File: src/rtl/kpad_pkg.sv
package kpad_pkg;

  // Frame timing events, each true for one clock of the frame
  typedef struct packed {
    logic sample;    // late phase of the current strobe
    logic load;      // key register update point
    logic req_clr;   // request drop point
    logic win_open;  // last clock before the window opens
  } kp_evt_t;

  localparam int unsigned DEF_LINES       = 8;
  localparam int unsigned DEF_RETURNS     = 4;
  localparam int unsigned DEF_STROBE_CLKS = 4;
  localparam int unsigned DEF_FRAME_CLKS  = 64;

endpackage

File: src/rtl/kpad_timer.sv
module kpad_timer
  import kpad_pkg::*;
#(
  parameter int unsigned LINES       = DEF_LINES,
  parameter int unsigned STROBE_CLKS = DEF_STROBE_CLKS,
  parameter int unsigned FRAME_CLKS  = DEF_FRAME_CLKS
) (
  input  logic                      clk,
  input  logic                      rst_n,
  input  logic                      scan_en,
  output logic [LINES-1:0]          scan_n,
  output logic                      scan_win,
  output logic [$clog2(LINES)-1:0]  line_idx,
  output kp_evt_t                   evt
);

  localparam int unsigned WIN       = LINES * STROBE_CLKS;
  localparam int unsigned CW        = $clog2(FRAME_CLKS);
  localparam int unsigned LW        = $clog2(LINES);
  localparam int unsigned PW        = (STROBE_CLKS > 1) ? $clog2(STROBE_CLKS) : 1;
  localparam int unsigned SAMPLE_AT = (STROBE_CLKS * 3) / 4;

  localparam logic [CW-1:0] LAST_C  = CW'(FRAME_CLKS - 1);
  localparam logic [CW-1:0] WIN_C   = CW'(WIN);
  localparam logic [CW-1:0] LOAD_C  = CW'(WIN + 1);
  localparam logic [CW-1:0] CLR_C   = CW'(FRAME_CLKS - 3);
  localparam logic [PW-1:0] PH_LAST = PW'(STROBE_CLKS - 1);
  localparam logic [PW-1:0] PH_SMP  = PW'(SAMPLE_AT);
  localparam logic [LW-1:0] LN_LAST = LW'(LINES - 1);

  logic [CW-1:0] fcnt;
  logic [PW-1:0] ph;
  logic [LW-1:0] ln;
  logic          in_win;

  assign in_win = (fcnt < WIN_C);

  always_ff @(posedge clk) begin
    if (!rst_n) begin
      fcnt <= '0;
      ph   <= '0;
      ln   <= '0;
    end else begin
      fcnt <= (fcnt == LAST_C) ? '0 : fcnt + CW'(1);
      if (in_win) begin
        if (ph == PH_LAST) begin
          ph <= '0;
          ln <= (ln == LN_LAST) ? '0 : ln + LW'(1);
        end else begin
          ph <= ph + PW'(1);
        end
      end else begin
        ph <= '0;
        ln <= '0;
      end
    end
  end

  always_comb begin
    evt.sample   = in_win && (ph == PH_SMP);
    evt.load     = (fcnt == LOAD_C);
    evt.req_clr  = (fcnt == CLR_C);
    evt.win_open = (fcnt == LAST_C);
  end

  genvar gi;
  generate
    for (gi = 0; gi < LINES; gi++) begin : g_strobe
      assign scan_n[gi] = ~(scan_en && in_win && (ln == LW'(gi)));
    end
  endgenerate

  assign scan_win = in_win;
  assign line_idx = ln;

  // lines never overlap
  p_one_line_r1: assert property (@(posedge clk) disable iff (!rst_n)
    $onehot0(~scan_n));

  // nothing driven outside the window
  p_quiet_outside_r1: assert property (@(posedge clk) disable iff (!rst_n)
    (fcnt >= WIN_C) |-> (&scan_n));

  // each new strobe moves to the next line
  p_line_order_r1: assert property (@(posedge clk) disable iff (!rst_n)
    (in_win && (ph == '0) && (fcnt != '0)) |-> (ln == $past(ln) + LW'(1)));

  // disabled scanning drives no line
  p_off_quiet_r10: assert property (@(posedge clk) disable iff (!rst_n)
    !scan_en |-> (&scan_n));

endmodule

File: src/rtl/kpad_detect.sv
module kpad_detect #(
  parameter int unsigned LINES   = kpad_pkg::DEF_LINES,
  parameter int unsigned RETURNS = kpad_pkg::DEF_RETURNS
) (
  input  logic                      clk,
  input  logic                      rst_n,
  input  logic                      scan_en,
  input  logic                      sample,
  input  logic                      win_open,
  input  logic [$clog2(LINES)-1:0]  line_idx,
  input  logic [RETURNS-1:0]        ret_n,
  output logic                      found,
  output logic                      new_hit,
  output logic [RETURNS-1:0]        hit_flags,
  output logic [$clog2(LINES)-1:0]  hit_line
);

  logic [RETURNS-1:0] low_now;

  assign low_now = ~ret_n;
  // first line with a closed switch wins; later lines are ignored
  assign new_hit = sample && scan_en && !found && (|low_now);

  always_ff @(posedge clk) begin
    if (!rst_n) begin
      found     <= 1'b0;
      hit_flags <= '0;
      hit_line  <= '0;
    end else if (win_open) begin
      found     <= 1'b0;
      hit_flags <= '0;
      hit_line  <= '0;
    end else if (new_hit) begin
      found     <= 1'b1;
      hit_flags <= low_now;
      hit_line  <= line_idx;
    end
  end

  // once a line is captured it is kept for the rest of the frame
  p_keep_first_r6: assert property (@(posedge clk) disable iff (!rst_n)
    (found && !win_open) |=> (found && $stable(hit_line) && $stable(hit_flags)));

  // no capture while scanning is disabled
  p_no_capture_off_r10: assert property (@(posedge clk) disable iff (!rst_n)
    (!scan_en && !found) |=> !found);

endmodule

File: src/rtl/kpad_keyreg.sv
module kpad_keyreg #(
  parameter int unsigned LINES   = kpad_pkg::DEF_LINES,
  parameter int unsigned RETURNS = kpad_pkg::DEF_RETURNS
) (
  input  logic                                  clk,
  input  logic                                  rst_n,
  input  logic                                  load,
  input  logic                                  req_clr,
  input  logic                                  read_busy,
  input  logic                                  found,
  input  logic                                  new_hit,
  input  logic [RETURNS-1:0]                    hit_flags,
  input  logic [$clog2(LINES)-1:0]              hit_line,
  output logic [RETURNS+$clog2(LINES):0]        key_code,
  output logic                                  key_req
);

  localparam int unsigned LW = $clog2(LINES);

  always_ff @(posedge clk) begin
    if (!rst_n) begin
      key_code <= '0;
    end else if (load && !read_busy) begin
      key_code <= found ? {hit_flags, 1'b0, hit_line} : '0;
    end
  end

  always_ff @(posedge clk) begin
    if (!rst_n) begin
      key_req <= 1'b0;
    end else if (new_hit) begin
      key_req <= 1'b1;
    end else if (req_clr) begin
      key_req <= 1'b0;
    end
  end

  // a host read in progress freezes the register
  p_hold_busy_r8: assert property (@(posedge clk) disable iff (!rst_n)
    read_busy |=> $stable(key_code));

  // the register moves only at the load point
  p_load_only_r7: assert property (@(posedge clk) disable iff (!rst_n)
    !$stable(key_code) |-> $past(load));

  // separator bit is always clear
  p_pad_zero_r3: assert property (@(posedge clk) disable iff (!rst_n)
    key_code[LW] == 1'b0);

  // request follows a capture and drops only at its clear point
  p_req_set_r9: assert property (@(posedge clk) disable iff (!rst_n)
    new_hit |=> key_req);
  p_req_drop_r9: assert property (@(posedge clk) disable iff (!rst_n)
    $fell(key_req) |-> $past(req_clr));

endmodule

File: src/rtl/kpad_scan.sv
module kpad_scan
  import kpad_pkg::*;
#(
  parameter int unsigned LINES       = DEF_LINES,
  parameter int unsigned RETURNS     = DEF_RETURNS,
  parameter int unsigned STROBE_CLKS = DEF_STROBE_CLKS,
  parameter int unsigned FRAME_CLKS  = DEF_FRAME_CLKS
) (
  input  logic                                clk,
  input  logic                                rst_n,
  input  logic                                scan_en,
  input  logic                                read_busy,
  input  logic [RETURNS-1:0]                  key_ret_n,
  output logic [LINES-1:0]                    scan_n,
  output logic                                scan_win,
  output logic [RETURNS+$clog2(LINES):0]      key_code,
  output logic                                key_req
);

  localparam int unsigned LW = $clog2(LINES);

  kp_evt_t            evt;
  logic [LW-1:0]      line_idx;
  logic               found;
  logic               new_hit;
  logic [RETURNS-1:0] hit_flags;
  logic [LW-1:0]      hit_line;

  kpad_timer #(
    .LINES       (LINES),
    .STROBE_CLKS (STROBE_CLKS),
    .FRAME_CLKS  (FRAME_CLKS)
  ) u_timer (
    .clk      (clk),
    .rst_n    (rst_n),
    .scan_en  (scan_en),
    .scan_n   (scan_n),
    .scan_win (scan_win),
    .line_idx (line_idx),
    .evt      (evt)
  );

  kpad_detect #(
    .LINES   (LINES),
    .RETURNS (RETURNS)
  ) u_detect (
    .clk       (clk),
    .rst_n     (rst_n),
    .scan_en   (scan_en),
    .sample    (evt.sample),
    .win_open  (evt.win_open),
    .line_idx  (line_idx),
    .ret_n     (key_ret_n),
    .found     (found),
    .new_hit   (new_hit),
    .hit_flags (hit_flags),
    .hit_line  (hit_line)
  );

  kpad_keyreg #(
    .LINES   (LINES),
    .RETURNS (RETURNS)
  ) u_keyreg (
    .clk       (clk),
    .rst_n     (rst_n),
    .load      (evt.load),
    .req_clr   (evt.req_clr),
    .read_busy (read_busy),
    .found     (found),
    .new_hit   (new_hit),
    .hit_flags (hit_flags),
    .hit_line  (hit_line),
    .key_code  (key_code),
    .key_req   (key_req)
  );

endmodule

File: config.mk
export PLATFORM = sky130hd
export DESIGN_NAME = kpad_scan
export DESIGN_NICKNAME = d
export VERILOG_FILES = /design/src/rtl/kpad_pkg.sv /design/src/rtl/kpad_timer.sv /design/src/rtl/kpad_detect.sv /design/src/rtl/kpad_keyreg.sv /design/src/rtl/kpad_scan.sv
export SDC_FILE = /design/constraint.sdc
export NUM_CORES = 1
export LEC_CHECK = 0
export BUFFER_PORTS_ARGS = -buffer_cell sky130_fd_sc_hd__clkbuf_2
export CORE_MARGIN = 4
export CORE_UTILIZATION = 50
export CTS_CLUSTER_DIAMETER = 200
export DETAILED_ROUTE_END_ITERATION = 12
export HOLD_SLACK_MARGIN = 0.03
export PLACE_DENSITY = 0.74
export SYNTH_ARGS = -nofsm -noshare
export SYNTH_HDL_FRONTEND = slang
export SYNTH_HIERARCHICAL = 1
export SYNTH_SLANG_ARGS = --single-unit
File: constraint.sdc
create_clock -name clk -period 2 [get_ports clk]
set_clock_uncertainty 0.15 [all_clocks]
set_input_delay 0.1 -clock clk [delete_from_list [all_inputs] [get_ports clk]]
set_output_delay 0.1 -clock clk [all_outputs]
set_load 0.1 [all_outputs]
Word-level counts from Yosys, hierarchy flattened
Index checks and enable logic that the tools add are counted.

storage, ports and cells
  output and inout bits = 18
  word-level logic and storage cells = 60
  flip-flop bits (word level) = 28

operators by class
  add/subtract/negate cells = 3
  eq/ne operators = 11
  $lt $le $gt $ge = 1
  bitwise logic cells = 11
  reduce and logical (&&, ||, !) cells = 22
  mux-type cells = 4

operators by type and width
  operator                                             number
  equality test 6 bit, second input constant           3
  logical AND 1 bit                                    14
  equality test 3 bit, second input constant           4
  NOT 1 bit                                            10
  two-way mux 8 bit                                    1
  adder 6 x 1 -> 6 bit, second input constant          1
  equality test 3 x 2 -> 1 bit, second input constant  2
  less-than comparator 6 bit, second input constant    1
  NOT 4 bit                                            1
  OR reduction 4 bit                                   1
  adder 3 x 1 -> 3 bit, second input constant          1
  equality test 3 x 1 -> 1 bit, second input constant  1
  logical NOT 3 bit                                    1
  two-way mux 3 bit                                    1
  OR reduction 3 bit                                   1
  adder 2 x 1 -> 2 bit, second input constant          1
  equality test 2 bit, second input constant           1
  logical NOT 1 bit                                    2
  two-way mux 1 bit                                    2
  AND reduction 2 bit                                  1
  nonzero test 2 bit                                   1
  OR reduction 2 bit                                   1

Logic depth before layout (Yosys ltp)
Gate-level depths: netlist of run 1.

  depth after elaboration = 6
  gate-level depth with buffers = 8

Modules after synthesis
Netlist of run 1, hierarchy kept.

modules (own cells, without submodules)
  module       area an instance (µm²)  times used  sequential area each (µm²)  cells each
  kpad_timer   596.8                   1           220.2                       69
  kpad_keyreg  346.6                   1           160.2                       36
  kpad_detect  337.8                   1           160.2                       33

Worst setup path before layout of run 1
OpenSTA, ideal clock, no wires.

  path type = register to output
  start = reg u_timer.ln[0] (netlist: u_timer/line_idx[0])
  end = out scan_n[4]
  required time = 1.750 ns
  stages on the path, launching flop included = 4
  arrival time = 1.405 ns
  path slack = 0.345 ns
  path through = dfxtp_1 > inv_1 > ha_1 > nand3_1

on the way
  longest elaborated chain between the ends = 3

ends and longest elaborated chain
  element                 line              source
  from (decl)             kpad_timer.sv:33  logic [LW-1:0] ln;
  from (signal assigned)  kpad_timer.sv:48  ln <= (ln == LN_LAST) ? '0 : ln + LW'(1);
  equality test 3 bit     kpad_timer.sv:69  assign scan_n[gi] = ~(scan_en && in_win && (ln == LW'(gi)));
  logical AND 1 bit       kpad_timer.sv:69
  NOT 1 bit               kpad_timer.sv:69
  to (decl)               kpad_scan.sv:14   output logic [LINES-1:0] scan_n,

No other way between the ends.

Worst setup path after layout of run 1
  start = in scan_en
  end = out scan_n[1]

on the way
  longest elaborated chain between the ends = 3

ends and longest elaborated chain
  element                         line              source
  from (decl)                     kpad_scan.sv:11   input logic scan_en,
  logical AND 1 bit (2 in a row)  kpad_timer.sv:69
  NOT 1 bit                       kpad_timer.sv:69

No other way between the ends.

==> summary.md, run 1 <==
| Metric | Value |
|---|---|
| Status | `complete, no violations` |
| CP Data Required Time | `1750 ps` |
| Io pins | `26` |
| Fillcell total | `220` |
| Crit Path Max Fanout | `6` |
| Main synth FF type | `dfxtp_1` |
| Core area | `2450 um2` |
| TritonCTS clock tree | `yes` |
| Post-route design area | `1520 um2` |
| Clock root buffer | `clkbuf_4` |
| Final #Nets | `188` |
| Pwr dens | `618 nW/um2` |
| Worst reg2reg endpoint | `u_keyreg/key_code[2]` |
| Initial Util | `0.522` |
| Synth top area share | `0.422` |
| Die width | `58.6 um` |
| Total global-route track usage | `0.161` |
| Synth area leader | `dfxtp_1` |
| Post-Synth XOR/XNOR Area | `0.0205` |
| Hold Startpoint | `u_timer/ph[0]` |
| Post-synthesis sequential area ratio | `0.422` |
| Clk buf depth | `2` |
| Worst Setup Start Kind | `input pin` |
| IO Port Bufs | `24` |
| Synth cell count leaders | `dfxtp_1, nand2_1, nand3_1` |
| P_leak | `0.595 nW` |
| WS Path Type | `input pin to output pin` |
| Largest net degree at the start of global routing | `16` |
| Die Y | `58.6 um` |
| Power Total | `0.938 mW` |
| Floorplan row count | `18` |
| Slew Limit Fails | `0` |
| R2r setup slk | `160 ps` |
| Post-synthesis mux area share | `0.00781` |
| WHS Endpoint | `u_timer/ph[0]` |
| Post-DP HPWL | `1810 um` |
| Post-Synth Simple-Gate Area | `0.263` |
| Final hold vios | `0` |
| Adder-cell share of the synthesized area | `0.0879` |
| Library cells used by synthesis | `37` |
| Synth area leaders | `dfxtp_1, ha_1, a21boi_2, nand3_1, nand2_1` |
| Final RePlAce weighted congestion | `0.846` |
| TritonRoute pass-1 iters | `4` |
| Max-slew headroom | `0.640` |
| #FFs+latches synth | `27` |
| First-pass GRT wire length | `4330 um` |
| Share of post-route cells with drive strength above 1 | `0.253` |
| Synth Area in Compound Gates | `0.163` |
| Setup TNS | `0 ps` |
| Full die area | `3440 um2` |
| Initial antenna violation count | `0` |
| Final period utilization | `0.954` |
| Syn_area_per_cell | `9.28 um2` |
| Hold Crit Class | `flip-flop to flip-flop` |
| Reg2Reg Launch Point | `u_timer/fcnt[0]` |
| Worst-margin pin slew | `543 ps` |
| Max-Cap Viols | `0` |
| Syn nets | `155` |
| Clock Pin Slew Worst Setup and Hold Paths | `130 ps` |
| Sink Count | `27` |
| Final Setup Violations | `0` |
| Synthesized area | `1280 um2` |
| Cells after synthesis | `138` |
| Maximum VDD drop | `0.000434 V` |
| Final ANT Viol Nets | `0` |
| Vias | `1031` |
| DP Area | `1420 um2` |
| Most frequent cell after synthesis | `dfxtp_1` |
| Syn. warnings | `6` |
| Vias per Instance | `5.16` |
| Crit end category | `output pin` |
| Grt total ovfl | `0` |
| Reg2reg path depth | `6` |
| Routed length per instance | `12.1 um` |
| Clock latency on the worst-skew pair | `310 ps` |
| Synth-to-Final Area Change | `18.5%` |
| Final core utilization | `0.618` |
| Drt initial violations | `32` |
| Antenna diodes | `0` |
| DR DRC count | `0` |
| Total Wirelength | `2430 um` |
| Number of synthesized flops with an enable pin | `0` |
| Vias in the first global route | `1010` |
| CTS H-tree lvls | `1` |
| Hold path depth | `1` |
| Post-layout min period | `1910 ps` |
| Largest family of logic cells by synthesized area | `simple AND/OR/NAND/NOR gates` |
| Num CTS Buffers | `3` |
| Ys async rst share | `0` |
| Max Freq | `524 MHz` |
| Worst Path Arrival | `1660 ps` |
==> through the flow <==
step | hold slack [ps] | setup WS (ps) | std cells
2_1_floorplan | 42.5 | 345 | 138
3_5_place_dp | 195 | 154 | 189
4_1_cts | 292 | 68.4 | 200
3_3_place_gp | 183 | 211 | 189
5_1_grt | 307 | -26.7 | 200
6_report | 289 | 91.9 | 200
==> flip-flops by register name, indices dropped and copies added, names as in the netlist <==
signal / cells
u_timer/line_idx: 3
u_timer/fcnt: 6
u_keyreg/key_req: 1
u_detect/hit_flags: 4
u_detect/found: 1
u_detect/hit_line: 3
u_keyreg/key_code: 7
u_timer/ph: 2
==> report_power, final <==
group / leakage [nW] / internal [mW] / switching [mW]
logic: 0.361 / 0.0476 / 0.0909
clock network: 0.0150 / 0.0780 / 0.148
registers: 0.219 / 0.555 / 0.0180
total: 0.595 / 0.681 / 0.257
==> worst max-delay path, cell delays in order <==
cell and delay (ps):
dlygate4sd3_1 540, clkbuf_2 140, nor2b_2 190, and2_1 190
nand2_1 70, buf_2 420
==> per-layer routing <==
metal | track usage | vias to the layer above | share of wire
met5 | 0 | - | 0
met4 | 0.0518 | 0 | 0.0087
met3 | 0.0439 | 2 | 0.038
met2 | 0.301 | 19 | 0.53
met1 | 0.173 | 472 | 0.43
li1 | - | 538 | -
==> cell families (layout without fill, tap and decap cells) <==
logic type / Yosys count / after routing
xor gates and xnor gates: 3 / 3
other: 1 / 1
and+or+nand+nor: 62 / 62
AOI/OAI and AO/OA: 26 / 26
adders and majority gates: 9 / 9
buffers and inverters: 9 / 41
DFF: 27 / 27
muxes: 1 / 1
==> layout make-up <==
class | instances | area, um2 | area share
flip-flops and latches | 27 | 541 | 0.356
inverters | 6 | 22.5 | 0.0148
clock buffers | 4 | 26.3 | 0.0173
well taps | 30 | 37.5 | 0.0247
repair buffers | 31 | 190 | 0.125
multi-input cells | 102 | 701 | 0.462
==> cells in the final DEF, fill, tap and decap left out, types with 2 or more instances in the layout <==
master | Yosys | routed
o21a_1 | 2 | 2
buf_2 | 0 | 6
nor2b_1 | 3 | 2
nor2_1 | 9 | 9
o21ai_0 | 3 | 3
and2_1 | 3 | 3
o32ai_1 | 3 | 3
clkbuf_2 | 1 | 18
nand3_1 | 15 | 15
xor2_1 | 2 | 2
nor2b_2 | 1 | 2
nor3b_1 | 2 | 2
dfxtp_1 | 27 | 27
a21boi_2 | 7 | 7
a21oi_1 | 6 | 6
ha_1 | 9 | 9
inv_1 | 6 | 6
dlygate4sd3_1 | 0 | 7
nand2_1 | 18 | 18
clkbuf_4 | 0 | 3
==> worst max path at each step <==
stage,end,slack (ps),startpoint,cells after the start
finish,scan_n[1],90,scan_en,6
CTS,scan_n[1],70,scan_en,6
global route,u_keyreg/key_code[7],-30,u_timer/fcnt[0],6
global placement,u_keyreg/key_code[4],210,u_timer/fcnt[0],6
detailed placement,u_keyreg/key_code[5],150,u_timer/fcnt[0],6
floorplan,scan_n[4],340,u_timer/line_idx[0],3
==> what timing repair did <==
action,4_1_cts,5_1_grt
buffers inserted,0,0
setup endpoints to repair,0,13
hold buffers,7,0
hold endpoints to repair,12,0
resized for setup,0,7
No activity file was read; power rests on OpenSTA's default activity.
==> inputs of run 2 (changes only) <==
- BUFFER_PORTS_ARGS: -buffer_cell sky130_fd_sc_hd__clkbuf_2 -> -buffer_cell sky130_fd_sc_hd__buf_2
==> run 2 against run 1 <==
Net effect:
- critical path depth did not move
- cell count unchanged
- cell area is 0.74% higher
- utilization up 0.46 points
- total power down 0.16%
- non-clock buffer count is the same
- sequential cell count stayed put
- sequential share of layout area down 0.26 points
- sequential power about the same
- clock-buffer cell count stayed put
- global-route usage decreased by 0.40 points
- combinational power barely moved
- largest cell class unchanged
==> summary.md, run 2 (same netlist as run 1, synthesis figures left out) <==
| Metric | Value |
|---|---|
| Status | `complete, no violations (unchanged)` |
| Core area | `2450 um2 (unchanged)` |
| Crit path largest cell delay | `540 ps (about the same)` |
| Io pins | `26 (unchanged)` |
| Post-layout min period | `1910 ps (about the same)` |
| Slowest stage cell, crit path | `dlygate4sd3_1 (unchanged)` |
| Clock latency on the worst-skew pair | `310 ps (about the same)` |
| Grt total ovfl | `0 (unchanged)` |
| Hold Startpoint | `u_timer/ph[0] (unchanged)` |
| Worst Path Arrival | `1660 ps (about the same)` |
| IO Port Bufs | `24 (unchanged)` |
| Synth-to-Final Area Change | `19.3% (was 18.5%)` |
| Largest Register | `u_keyreg/key_code (unchanged)` |
| Pwr dens | `612 nW/um2 (was 618 nW/um2)` |
| DR DRC count | `0 (unchanged)` |
| Crit Path Max Fanout | `6 (unchanged)` |
| Met1 Use GR | `0.187 (was 0.173)` |
| GR peak layer | `met2 (unchanged)` |
| Slew Limit Fails | `0 (unchanged)` |
| Hold Crit Class | `flip-flop to flip-flop (unchanged)` |
| Crit end category | `output pin (unchanged)` |
| Initial antenna violation count | `0 (unchanged)` |
| Drt initial violations | `21 (was 32)` |
| Max Freq | `524 MHz (about the same)` |
| Largest register FFs | `7 (unchanged)` |
| Final period utilization | `0.953 (was 0.954)` |
| Setup TNS | `0 ps (unchanged)` |
| Clock root buffer | `clkbuf_4 (unchanged)` |
| Final hold vios | `0 (unchanged)` |
| Met3 usage | `0.0417 (was 0.0439)` |
| Clk buf depth | `2 (unchanged)` |
| P_leak | `0.598 nW (was 0.595 nW)` |
| Final RePlAce weighted congestion | `0.842 (was 0.846)` |
| Final Setup Violations | `0 (unchanged)` |
| TritonRoute pass-1 iters | `4 (unchanged)` |
| Die Y | `58.6 um (unchanged)` |
| First-pass GRT wire length | `4280 um (was 4330 um)` |
| TritonCTS clock tree | `yes (unchanged)` |
| Share of post-route cells with drive strength above 1 | `0.259 (was 0.253)` |
| Vias in the first global route | `973 (was 1010)` |
| Final #Nets | `188 (unchanged)` |
| Floorplan row count | `18 (unchanged)` |
| Full die area | `3440 um2 (unchanged)` |
| Worst Setup Start Kind | `input pin (unchanged)` |
| Met2 global-route usage | `0.282 (was 0.301)` |
| Fillcell total | `221 (was 220)` |
| Num CTS Buffers | `3 (unchanged)` |
| Initial Util | `0.522 (unchanged)` |
| Routed length per instance | `12.4 um (was 12.1 um)` |
| Total global-route track usage | `0.157 (was 0.161)` |
| Clock Pin Slew Worst Setup and Hold Paths | `130 ps (about the same)` |
| Worst Setup SP | `scan_en (unchanged)` |
| Vias | `1036 (was 1031)` |
| Most frequent cells in the layout | `dfxtp_1, buf_2, nand2_1, nand3_1 (was dfxtp_1, clkbuf_2, nand2_1, nand3_1)` |
| WP buf/inv | `3 (unchanged)` |
| Total Wirelength | `2470 um (was 2430 um)` |
| Crit-path cells | `dlygate4sd3_1 > buf_2 > nor2b_2 > and2_1 > nand2_1 > buf_2 (was dlygate4sd3_1 > clkbuf_2 > nor2b_2 > and2_1 > nand2_1 > buf_2)` |
| WS Path Type | `input pin to output pin (unchanged)` |
| Max-Cap Viols | `0 (unchanged)` |
| Non-Filler Instances | `200 (unchanged)` |
| Die width | `58.6 um (unchanged)` |
| Antenna diodes | `0 (unchanged)` |
| CTS H-tree lvls | `1 (unchanged)` |
| RSZ-0062 raised after global routing | `false` |
| Sink Count | `27 (unchanged)` |
| Biggest regs | `u_keyreg/key_code: 7 flops, u_timer/fcnt: 6 flops, u_detect/hit_flags: 4 flops (unchanged)` |
| CP Data Required Time | `1750 ps (about the same)` |
| Cells after DPL | `189 (unchanged)` |
| Reg2Reg Launch Point | `u_timer/fcnt[0] (unchanged)` |
| Maximum VDD drop | `0.000519 V (was 0.000434 V)` |
| Most common cell after layout, fill and taps aside | `dfxtp_1 (unchanged)` |
| Final ANT Viol Nets | `0 (unchanged)` |
| Most frequent CP cell | `buf_2` |
| CP top delay family | `buffers and inverters (unchanged)` |
| Vias per Instance | `5.18 (was 5.16)` |
| Post-DP HPWL | `1870 um (was 1810 um)` |
| Largest net degree at the start of global routing | `16 (unchanged)` |
-- run 2: changes by cell type in the layout (fill, tap and decap cells not counted), sizes merged --
cell / change
buf: +18
clkbuf: -18
-- run 2: area by class of cell --
| cell class | count | area [um2] | area share |
|---|---|---|---|
| Multi-Input combinational cell | 102 | 712 | 0.466 |
| Inverter | 6 | 22.5 | 0.0147 |
| Timing Repair Buffer | 31 | 190 | 0.124 |
| Sequential cell | 27 | 541 | 0.354 |
| Tap cell | 30 | 37.5 | 0.0245 |
| Clock buffer | 4 | 26.3 | 0.0172 |
-- run 2: per-layer routing --
metal | vias to the layer above | part of all wire
li1 | 540 | -
met1 | 474 | 0.42
met2 | 20 | 0.53
met3 | 2 | 0.046
met4 | 0 | 0.0077
met5 | - | 0
-- run 2: worst paths after layout --
kind / end / cells after the start / slack [ps]
worst min-delay path: u_timer/ph[0] / 1 / 290
worst max register to register: u_keyreg/key_code[5] / 6 / 300
worst min register to register: u_timer/ph[0] / 1 / 290
worst max-delay path: scan_n[1] / 6 / 90
-- run 2: worst reg2reg max path, cell delays in order, from the launching register on --
cell and delay [ps]:
dfxtp_1 440, ha_1 170, nand2_1 80, nor4_2 240, nor2b_4 280, nand3_1 120, a21boi_2 160
-- run 2: repair_timing --
item | 4_1_cts | 5_1_grt
setup endpoints to repair | 0 | 7
hold buffers | 7 | 0
setup buffers | 0 | 0
hold endpoints to repair | 18 | 0
resized for setup | 0 | 3
-- run 2: report_power, final --
part | internal [mW] | switching [mW]
sequential | 0.555 | 0.0188
combinational | 0.0480 | 0.0916
clock | 0.0779 | 0.145
total | 0.681 | 0.255
-- run 2: per-stage QoR --
| stage | hold slack, ps | setup WS, ps | util | power [mW] | cell area, um2 |
|---|---|---|---|---|---|
| after detailed placement | 185 | 111 | 0.578 | 0.714 | 1420 |
| after floorplan | 42.5 | 345 | - | 0.682 | 1280 |
| after CTS | 292 | 68.0 | 0.617 | 0.949 | 1520 |
| after global routing | 308 | 7.78 | 0.623 | 0.990 | 1530 |
| after global placement | 178 | 211 | 0.578 | 0.709 | 1420 |
| final | 287 | 93.3 | 0.623 | 0.936 | 1530 |
==> inputs of run 3 (changes only) <==
- MAX_ROUTING_LAYER: not set -> met4
- clock period: 2 -> 2.1 ns (I/O delays scaled with it)
==> run 3 against run 2 <==
Net effect:
- via count decreased by 0.58%
- sequential power decreased by 4.7%
- non-clock buffer count unchanged
- total power decreased by 4.8%
- worst hold slack about the same
- sequential cell count unchanged
- clock power decreased by 5%
- utilization decreased by 0.46 points
- critical endpoint unchanged
- highest routed layer unchanged
==> summary.md, run 3 (same netlist as run 1, synthesis figures left out) <==
| Metric | Value |
|---|---|
| Max-Cap Viols | `0 (unchanged)` |
| Worst Path Arrival | `1660 ps (about the same)` |
| Register area | `541 um2 (unchanged)` |
| Int Pwr | `0.649 mW (was 0.681 mW)` |
| Final #Nets | `188 (unchanged)` |
| Setup TNS | `0 ps (unchanged)` |
| Full die area | `3440 um2 (unchanged)` |
| Pwr dens | `587 nW/um2 (was 612 nW/um2)` |
| Io pins | `26 (unchanged)` |
| Most common cell after layout, fill and taps aside | `dfxtp_1 (unchanged)` |
| Vias per Instance | `5.15 (was 5.18)` |
| Sw Pwr | `0.243 mW (was 0.255 mW)` |
| Grt total ovfl | `0 (unchanged)` |
| Num CTS Buffers | `3 (unchanged)` |
| Post-route design area | `1520 um2 (was 1530 um2)` |
| Most frequent CP cell | `buf_2 (unchanged)` |
| Largest net degree at the start of global routing | `16 (unchanged)` |
| Status | `complete, no violations (unchanged)` |
| TritonRoute pass-1 iters | `4 (unchanged)` |
| Antenna diodes | `0 (unchanged)` |
| CTS H-tree lvls | `1 (unchanged)` |
| Total Wirelength | `2450 um (was 2470 um)` |
| Clk pwr share | `0.238 (about the same)` |
| Final hold vios | `0 (unchanged)` |
| DP Area | `1420 um2 (unchanged)` |
| Synth-to-Final Area Change | `18.5% (was 19.3%)` |
| Final period utilization | `0.913` |
| Crit Path Max Fanout | `6 (unchanged)` |
| Switch share | `0.272 (was 0.273)` |
| Slew Limit Fails | `0 (unchanged)` |
| Core area | `2450 um2 (unchanged)` |
| Vias in the first global route | `972 (was 973)` |
| Crit-path cells | `dlygate4sd3_1 > buf_2 > nor2b_2 > and2_1 > nand2_1 > buf_2 (unchanged)` |
| DR DRC count | `0 (unchanged)` |
| Max Freq | `522 MHz` |
| Hold Crit Class | `flip-flop to flip-flop (unchanged)` |
| CP Data Required Time | `1850 ps (was 1750 ps)` |
| P_leak | `0.597 nW (was 0.598 nW)` |
| Die width | `58.6 um (unchanged)` |
| Final Setup Violations | `0 (unchanged)` |
| Clk buf depth | `2 (unchanged)` |
| Largest Register | `u_keyreg/key_code (unchanged)` |
| WP buf/inv | `3 (unchanged)` |
| Crit end category | `output pin (unchanged)` |
| TritonCTS clock tree | `yes (unchanged)` |
| Clock Pin Slew Worst Setup and Hold Paths | `130 ps (about the same)` |
| Clock root buffer | `clkbuf_4 (unchanged)` |
| Largest register FFs | `7 (unchanged)` |
| Drt initial violations | `28 (was 21)` |
| CP top delay family | `buffers and inverters (unchanged)` |
| Initial antenna violation count | `0 (unchanged)` |
| Die Y | `58.6 um (unchanged)` |
| Initial Util | `0.522 (unchanged)` |
| Floorplan row count | `18 (unchanged)` |
| RSZ-0062 raised after global routing | `false (unchanged)` |
| Final RePlAce weighted congestion | `0.855 (was 0.842)` |
| Routed length per instance | `12.3 um (was 12.4 um)` |
| Sequential power share | `0.613 (about the same)` |
| Final ANT Viol Nets | `0 (unchanged)` |
| Share of post-route cells with drive strength above 1 | `0.253 (was 0.259)` |
| Most frequent cells in the layout | `dfxtp_1, buf_2, nand2_1, nand3_1 (unchanged)` |
| Worst Setup Start Kind | `input pin (unchanged)` |
| Post-layout min period | `1920 ps` |
| Crit path largest cell delay | `540 ps (about the same)` |
| Biggest regs | `u_keyreg/key_code: 7 flops, u_timer/fcnt: 6 flops, u_detect/hit_flags: 4 flops (unchanged)` |
| Maximum VDD drop | `0.000498 V (was 0.000519 V)` |
| Clock latency on the worst-skew pair | `310 ps (about the same)` |
| Vias | `1030 (was 1036)` |
| Fillcell total | `222 (was 221)` |
| Post-DP HPWL | `1870 um (unchanged)` |
| Sink Count | `27 (unchanged)` |
| Area occupied by multi-input gates | `701 um2 (was 712 um2)` |
| IO Port Bufs | `24 (unchanged)` |
| Total global-route track usage | `0.161 (was 0.157)` |
| First-pass GRT wire length | `4280 um (unchanged)` |
| Slowest stage cell, crit path | `dlygate4sd3_1 (unchanged)` |
| Comb pwr share | `0.149 (about the same)` |
| WS Path Type | `input pin to output pin (unchanged)` |
==> run 3: metal layers <==
| layer | part of all wire | global-route usage | vias up |
|---|---|---|---|
| met5 | 0 | - | - |
| met1 | 0.43 | 0.188 | 468 |
| met4 | 0.0077 | 0.0324 | 0 |
| li1 | - | - | 543 |
| met3 | 0.040 | 0.0395 | 2 |
| met2 | 0.52 | 0.282 | 17 |
==> run 3: repair_timing <==
action / 4_1_cts / 5_1_grt
setup buffers: 0 / 0
endpoints found under the hold margin: 18 / 0
hold buffers: 7 / 0
endpoints found under the setup margin: 0 / 7
gates resized for setup: 0 / 1
==> run 3: worst reg2reg max path: stages, from the launching register on <==
cell      delay [ps]
dfxtp_1          450
ha_1             170
nand2_1           60
nor4_1           330
nor2b_2          360
nand3_1          140
a21boi_2         160
==> run 3: power groups by stage <==
| stage | sequential [mW] | clock, mW | combinational [mW] |
|---|---|---|---|
| floorplan | 0.558 | 0 | 0.0910 |
| global placement | 0.556 | 0 | 0.119 |
| detailed placement | 0.558 | 0 | 0.122 |
| CTS | 0.547 | 0.225 | 0.133 |
| global route | 0.549 | 0.248 | 0.144 |
| finish | 0.547 | 0.212 | 0.132 |
==> run 3: area by class of cell <==
class / instances / share of cell area
well taps: 30 / 0.0247
multi-input cells: 102 / 0.462
flip-flops and latches: 27 / 0.356
inverters: 6 / 0.0148
repair buffers: 31 / 0.125
clock buffers: 4 / 0.0173
==> run 3: path summary, 6_finish.rpt <==
kind                                 startpoint                   end  slack [ps]  cells past startpoint
worst max register to register  u_timer/fcnt[0]  u_keyreg/key_code[5]         220                      6
worst min register to register    u_timer/ph[0]         u_timer/ph[0]         290                      1
worst max-delay path                    scan_en             scan_n[1]         180                      6
worst min-delay path              u_timer/ph[0]         u_timer/ph[0]         290                      1
==> run 3: per-stage QoR <==
step | std cells | worst slack (ps) | power, mW | utilization | hold slack, ps
finish | 200 | 183 | 0.891 | 0.618 | 287
global route | 200 | 9.33 | 0.942 | 0.618 | 308
CTS | 200 | 168 | 0.904 | 0.617 | 292
detailed placement | 189 | 211 | 0.680 | 0.578 | 190
global placement | 189 | 311 | 0.675 | 0.578 | 183
floorplan | 138 | 440 | 0.649 | - | 47.5
